===== src/rtl/pll_boost_ctrl.sv =====
module pll_boost_ctrl #(
  parameter int WIN_CYCLES = 32,
  localparam int CNT_W = $clog2(WIN_CYCLES + 1)
) (
  input  logic clk,
  input  logic por_n,
  input  logic op_en,
  input  logic ref_pulse,
  input  logic vco_pulse,
  output logic boost_lvl,
  output logic boost_oe
);

  typedef enum logic [1:0] {ST_IDLE = 2'd0, ST_BOOST = 2'd1, ST_DONE = 2'd2} state_t;
  localparam logic [CNT_W-1:0] WIN = CNT_W'(WIN_CYCLES);

  state_t           state_q;
  logic             en_q, pend_q, lead_ref_q;
  logic [CNT_W-1:0] lag_q;

  wire en_rise = op_en & ~en_q;
  wire both    = ref_pulse & vco_pulse;
  wire closing = pend_q & (lead_ref_q ? vco_pulse : ref_pulse);
  wire opener  = pend_q ? (lead_ref_q ? ref_pulse : vco_pulse) : (ref_pulse ^ vco_pulse);
  wire hit     = (closing & (lag_q < WIN)) | (~pend_q & both);

  always_ff @(posedge clk or negedge por_n) begin
    if (!por_n) begin
      state_q    <= ST_IDLE;
      en_q       <= 1'b0;
      pend_q     <= 1'b0;
      lead_ref_q <= 1'b1;
      lag_q      <= '0;
    end else begin
      en_q <= op_en;
      unique case (state_q)
        ST_IDLE:  if (en_rise) state_q <= ST_BOOST;
        ST_BOOST: if (!op_en || hit) state_q <= ST_DONE;
        default:  state_q <= ST_DONE;
      endcase
      if (state_q == ST_BOOST) begin
        if (opener) begin
          pend_q <= 1'b1;
          lag_q  <= CNT_W'(1);
          if (!pend_q) lead_ref_q <= ref_pulse;
        end else if (closing) begin
          pend_q <= 1'b0;
        end else if (pend_q && lag_q < WIN) begin
          lag_q <= lag_q + CNT_W'(1);
        end
      end
    end
  end

  assign boost_lvl = lead_ref_q;
  assign boost_oe  = (state_q == ST_BOOST);

endmodule


===== config.mk =====
export PLATFORM = sky130hd
export DESIGN_NAME = pll_boost_ctrl
export DESIGN_NICKNAME = d
export VERILOG_FILES = /design/src/rtl/pll_boost_ctrl.sv
export SDC_FILE = /design/constraint.sdc
export NUM_CORES = 1
export LEC_CHECK = 0
export ABC_AREA = 1
export CAP_MARGIN = 20
export CORE_AREA = 3 3 40 42
export DETAILED_ROUTE_END_ITERATION = 8
export DIE_AREA = 0 0 43 45
export GPL_ROUTABILITY_DRIVEN = 0
export PLACE_DENSITY = 0.8
export SYNTH_ARGS = -nofsm -noshare
export SYNTH_HDL_FRONTEND = slang
export SYNTH_SLANG_ARGS = --single-unit
export TNS_END_PERCENT = 100

===== constraint.sdc =====
create_clock -name clk -period 1.3 [get_ports clk]
set_input_delay 0.13 -clock clk [delete_from_list [all_inputs] [get_ports clk]]
set_output_delay 0.13 -clock clk [all_outputs]
set_load 0.02 [all_outputs]

==> results of run 1 <==
[final timing paths]
| kind | start | endpoint | slack, ps | cells after the start |
|---|---|---|---|---|
| setup / recovery | state_q[1] | boost_oe | 60 | 2 |
| hold / removal | por_n | lag_q[5] | 190 | 1 |
| hold reg to reg | en_q | state_q[0] | 420 | 1 |
| setup reg to reg | boost_lvl | lag_q[5] | 100 | 5 |
| min in group clk | ref_pulse | boost_lvl | 220 | 3 |
| max in group asynchronous | por_n | boost_lvl | 750 | 1 |
[routing by layer]
layer  part of all wire (%)  up-vias  global-route usage, %
met5                      0        -                      0
met1                     46      261                   17.8
met4                    3.2        0                   12.7
li1                       -      302                      -
met3                    3.1        5                   2.39
met2                     47        8                   24.9
[final cells by class]
class                      instances  area share [%]
sequential                        11            34.7
inverter                          19            8.96
timing repair buffer               7            8.49
clock buffer                       4            3.30
multi-input combinational         60            42.1
tap                               15            2.36
[what timing repair did]
| action | 4_1_cts | 5_1_grt |
|---|---|---|
| hold buffers | 0 | 0 |
| pin swaps | 0 | 2 |
| cloned | 0 | 0 |
| gates resized for setup | 4 | 6 |
| setup endpoints to repair | 2 | 8 |
[cell families (layout without fill, tap and decap cells)]
logic type      after synthesis  in the layout
buf+inv                      19             30
compound gates                5              5
fa+ha+maj                     2              2
simple gates                 53             53
flops                        11             11
[per-stage QoR]
step / util [%] / setup WS, ps / hold WS (ps) / TNS [ps] / cells
floorplan: - / 109 / -166 / 0 / 90
global placement: 59.1 / -218 / 410 / -1370 / 112
detailed placement: 59.1 / -271 / 418 / -1760 / 112
CTS: 61.1 / 16.9 / 203 / 0 / 116
global route: 61.9 / -7.10 / 217 / -7.10 / 116
finish: 61.9 / 60.3 / 192 / 0 / 116
[cell usage after synthesis, drive strengths merged]
| master | count |
|---|---|
| a21boi | 1 |
| a21oi | 1 |
| and2 | 1 |
| dfrtp | 10 |
| dfstp | 1 |
| ha | 2 |
| inv | 19 |
| nand2 | 28 |
| nand3 | 10 |
| nand4 | 3 |
| nor2 | 9 |
| nor3 | 1 |
| o21ai | 2 |
| o31ai | 1 |
| or2 | 1 |
[report_power, final]
| part | internal [mW] | switching, mW | total, mW | leakage, nW |
|---|---|---|---|---|
| clock | 0.119 | 0.122 | 0.241 | 0.0150 |
| combinational | 0.155 | 0.278 | 0.434 | 0.281 |
| sequential | 0.467 | 0.114 | 0.582 | 0.130 |
[sequential cells by signal (all words and copies together) (netlist names)]
name,count
pend_q,1
en_q,1
boost_lvl,1
state_q,2
lag_q,6
==> flow_summary.yaml, run 1 <==
clock_tree:
  cts_sinks: 11
  path_clk_slew_ps: 70
  cts_max_path_buffers: 2
  cts_buffers: 3
  cts-root-buf: "clkbuf_4"
  h-tree-depth: 1
  cts_setup_buffers: 0
  worstSkewPairLatency_ps: 270
  cts_tree: "built"
synthesis:
  syn_avg_cell_area_um2: 7.48
  synth_top_area_share_pct: 37.2
  muxShareOfSynthArea_pct: 0
  syn_nets: 97
  seq_area_frac_synth_pct: 41.1
  synth-adder-area-share_pct: 3.72
  syn-cell-area_um2: 673
  yosys.area_share.xor_xnor_pct: 0
  synthCells: 90
  yosys-top-cells-area: "dfrtp_1 (37%), nand2_1 (13%), inv_1 (8.4%)"
  yosys.cell_types.count: 19
  yosys.area_share.simple_pct: 40.1
  synth_warnings: 0
  synth_compound_area_share_pct: 4.46
  synth_top_family_by_area: "simple AND/OR/NAND/NOR gates"
  ys_seq_elements: 11
  yosys.area.top_type: "dfrtp_1"
final_layout:
  register_area_um2: 277
  final_cell_area_um2: 796
  layout_common_cells: "nand2_1 (23), inv_1 (15), dfrtp_1 (10), nand3_1 (9)"
  drive_gt1_share_pct: 19.8
  fill_cells: 123
  layout_commonest_cell: "nand2_1"
  nets: 109
  multi_input_area_um2: 335
  area_delta_synth_final_pct: 18.2
  n_antenna_cell: 0
global_routing:
  grt_overflow: 0
  grt_use_total_pct: 15.3
  grt_max_degree: 12
  antenna_found_initial: 0
  grt_pass1_wl_um: 2130
  grt_pass1_vias: 533
floorplanning:
  dieArea_um2: 1940
  row_count: 13
  dieHeight_um: 45
  initial_core_util_pct: 52.4
  die_w_um: 43
  core_um2: 1280
  ios: 7
min_path:
  hold_path_class: "in2async"
critical_path:
  critPathTopFamily: "flip-flops"
  critPathCaptureType: "output pin"
  crit_type: "reg2out"
  cp-start-kind: "flip-flop"
  required_ps: 1170
  crit_fanout: 2
  crit_chain: "nor2_4 -> clkdlybuf4s15_1"
  cp.arrival_ps: 1110
  slowest_delay_ps: 420
  critPathSlowestCell: "dfrtp_1"
  path_buf_inv: 1
status:
  outcome: "finished clean"
sta:
  worstMarginPinSlew_ps: 514
  hold_viol: 0
  finalSetupViolations: 0
  max_freq_mhz: 807
  slew_violations: 0
  min_period_over_period_pct: 95.4
  slew-limit-headroom_pct: 65.6
  finClkSkew_ps: 4.53
  fin_crit_ps: 1240
  grt_setup_unrepaired: "true"
routing:
  routed_wl_um: 1260
  route.detailed.drc: 0
  drt_first_iter_violations: 3
  wl_per_cell_um: 10.8
  dr.pass1.iters: 2
  via_per_inst: 4.97
  ant_nets: 0
  vias: 576
pwr:
  power_leakage_nw: 0.426
  total_power_mw: 1.26
  peakVddDrop_v: 0.000846
  power.density_nw_per_um2: 1580
run:
  drv_cap: 0
placement:
  io_buffer_count: 6
  placed_area_um2: 759
  dp.final_hpwl_um: 968
(Power assumes the default switching activity.)
==> inputs of run 2 (changes only) <==
Settings changed: CORE_AREA 3 3 40 42 to not set, CORE_MARGIN set to 3, CORE_UTILIZATION set to 45, DIE_AREA 0 0 43 45 to not set, PLACE_DENSITY 0.8 to 0.74.
==> run 2 against run 1 <==
Register-to-register slack about the same. Clock-buffer cell count unchanged. Critical endpoint is now lag_q[5]. Routed wire length up 1.2%. First-iteration DRC count increased by 130%. Via count fell by 1.0%. Global-route usage increased by 1.2 points. Die area is 3.1% higher. Sequential power increased by 1%.
==> flow_summary.yaml, run 2 (synthesis gave the netlist of run 1 again) <==
clock_tree:
  h-tree-depth: 1
  path_clk_slew_ps: 70
  cts_buffers: 3
  worstSkewPairLatency_ps: 280
  cts_max_path_buffers: 2
  cts_tree: "built"
  hold_buffers: 0
  cts_sinks: 11
  cts-root-buf: "clkbuf_4"
final_layout:
  area_delta_synth_final_pct: 19.0
  largest_reg_flops: 6
  layout_commonest_cell: "nand2_1"
  largest_register: "lag_q"
  nets: 110
  layout_common_cells: "nand2_1 (24), inv_1 (15), dfrtp_1 (10), nand3_1 (9), nor2_1 (5)"
  top_regs: "lag_q (6), state_q (2)"
  fill_cells: 132
  n_antenna_cell: 0
  drive_gt1_share_pct: 20.6
sta:
  min_period_over_period_pct: 96.1
  finalSetupViolations: 0
  max_freq_mhz: 800
  hold_viol: 0
  finalSetupTns_ps: 0
  slew-limit-headroom_pct: 86.0
  worstMarginPinSlew_ps: 211
  finClkSkew_ps: 3.29
  fin_crit_ps: 1250
  slew_violations: 0
  whs_ps: 143
global_routing:
  grt_max_degree: 12
  grt_overflow: 0
  antenna_found_initial: 0
  grt_pass1_wl_um: 2260
  grt_pass1_vias: 524
  grt_use_total_pct: 16.5
pwr:
  peakVddDrop_v: 0.000689
  power_leakage_nw: 0.423
  power.density_nw_per_um2: 1580
floorplanning:
  die_w_um: 44.7
  initial_core_util_pct: 49.9
  row_count: 13
  ios: 7
  dieHeight_um: 44.7
  dieArea_um2: 2000
  core_um2: 1350
placement:
  io_buffer_count: 6
  dp.final_hpwl_um: 955
critical_path:
  required_ps: 1500
  crit_type: "in2reg"
  cp-start-kind: "input port"
  crit_fanout: 7
  cp.arrival_ps: 1450
  critPathCaptureType: "flip-flop"
routing:
  routed_wl_um: 1270
  route.detailed.drc: 0
  vias: 570
  dr.pass1.iters: 4
  drt_first_iter_violations: 7
  ant_nets: 0
  via_per_inst: 4.87
  wl_per_cell_um: 10.9
run:
  drv_cap: 0
min_path:
  hold_path_class: "in2async"
status:
  outcome: "finished clean"
## run 2: changes by cell type in the layout (fill, tap and decap cells not counted), sizes merged
cell / before / now
buf: 2 / 3
clkdlybuf4s50: 2 / 3
dlymetal6s2s: 2 / 1
## run 2: cell type report
| type | count | area (um2) | share of cell area (%) |
|---|---|---|---|
| Multi-Input combinational cell | 60 | 335 | 41.9 |
| Sequential cell | 11 | 277 | 34.5 |
| Timing Repair Buffer | 8 | 72.6 | 9.06 |
| Inverter | 19 | 71.3 | 8.91 |
| Clock buffer | 4 | 26.3 | 3.28 |
| Tap cell | 15 | 18.8 | 2.34 |
## run 2: path summary, 6_finish.rpt
kind / startpoint / endpoint / slack [ps] / cells after the start
worst max-delay path: ref_pulse / lag_q[5] / 50 / 5
worst min-delay path: por_n / lag_q[4] / 140 / 2
worst max register to register: boost_lvl / lag_q[5] / 90 / 5
worst min register to register: en_q / state_q[0] / 420 / 1
max in group asynchronous: por_n / boost_lvl / 930 / 2
min in group clk: op_en / en_q / 360 / 1
## run 2: metrics by stage
stage | worst slack (ps) | cells | total power, mW | utilization, % | area [um2]
4_1_cts | 17.1 | 117 | 1.26 | 58.8 | 793
3_5_place_dp | -269 | 113 | 1.02 | 56.8 | 767
6_report | 50.1 | 117 | 1.27 | 59.3 | 801
5_1_grt | -11.1 | 117 | 1.38 | 59.3 | 801
3_3_place_gp | -219 | 113 | 1.00 | 56.8 | 767
2_1_floorplan | 109 | 90 | 0.899 | - | 673
## run 2: report_power, final
group / leakage, nW / internal [mW] / switching, mW
clock: 0.0150 / 0.119 / 0.126
combinational: 0.278 / 0.164 / 0.271
sequential: 0.130 / 0.467 / 0.121
total: 0.423 / 0.750 / 0.518
## run 2: what timing repair did
action / 4_1_cts / 5_1_grt
endpoints found under the setup margin: 2 / 9
gates resized for setup: 4 / 5
buffers inserted: 0 / 0
pin swaps: 0 / 2
## run 2: worst max-delay path: stages
cell             delay (ps)
clkdlybuf4s50_1         460
ha_1                    330
or2_4                   250
nand3_4                 110
a21boi_1                170
## run 2: per-layer routing
layer | vias to the layer above | routed length [um] | global-route usage [%]
li1 | 305 | - | -
met1 | 251 | 603 | 19.6
met2 | 9 | 565 | 23.8
met3 | 5 | 54 | 4.88
met4 | 0 | 46 | 14.5
met5 | - | 0 | 0
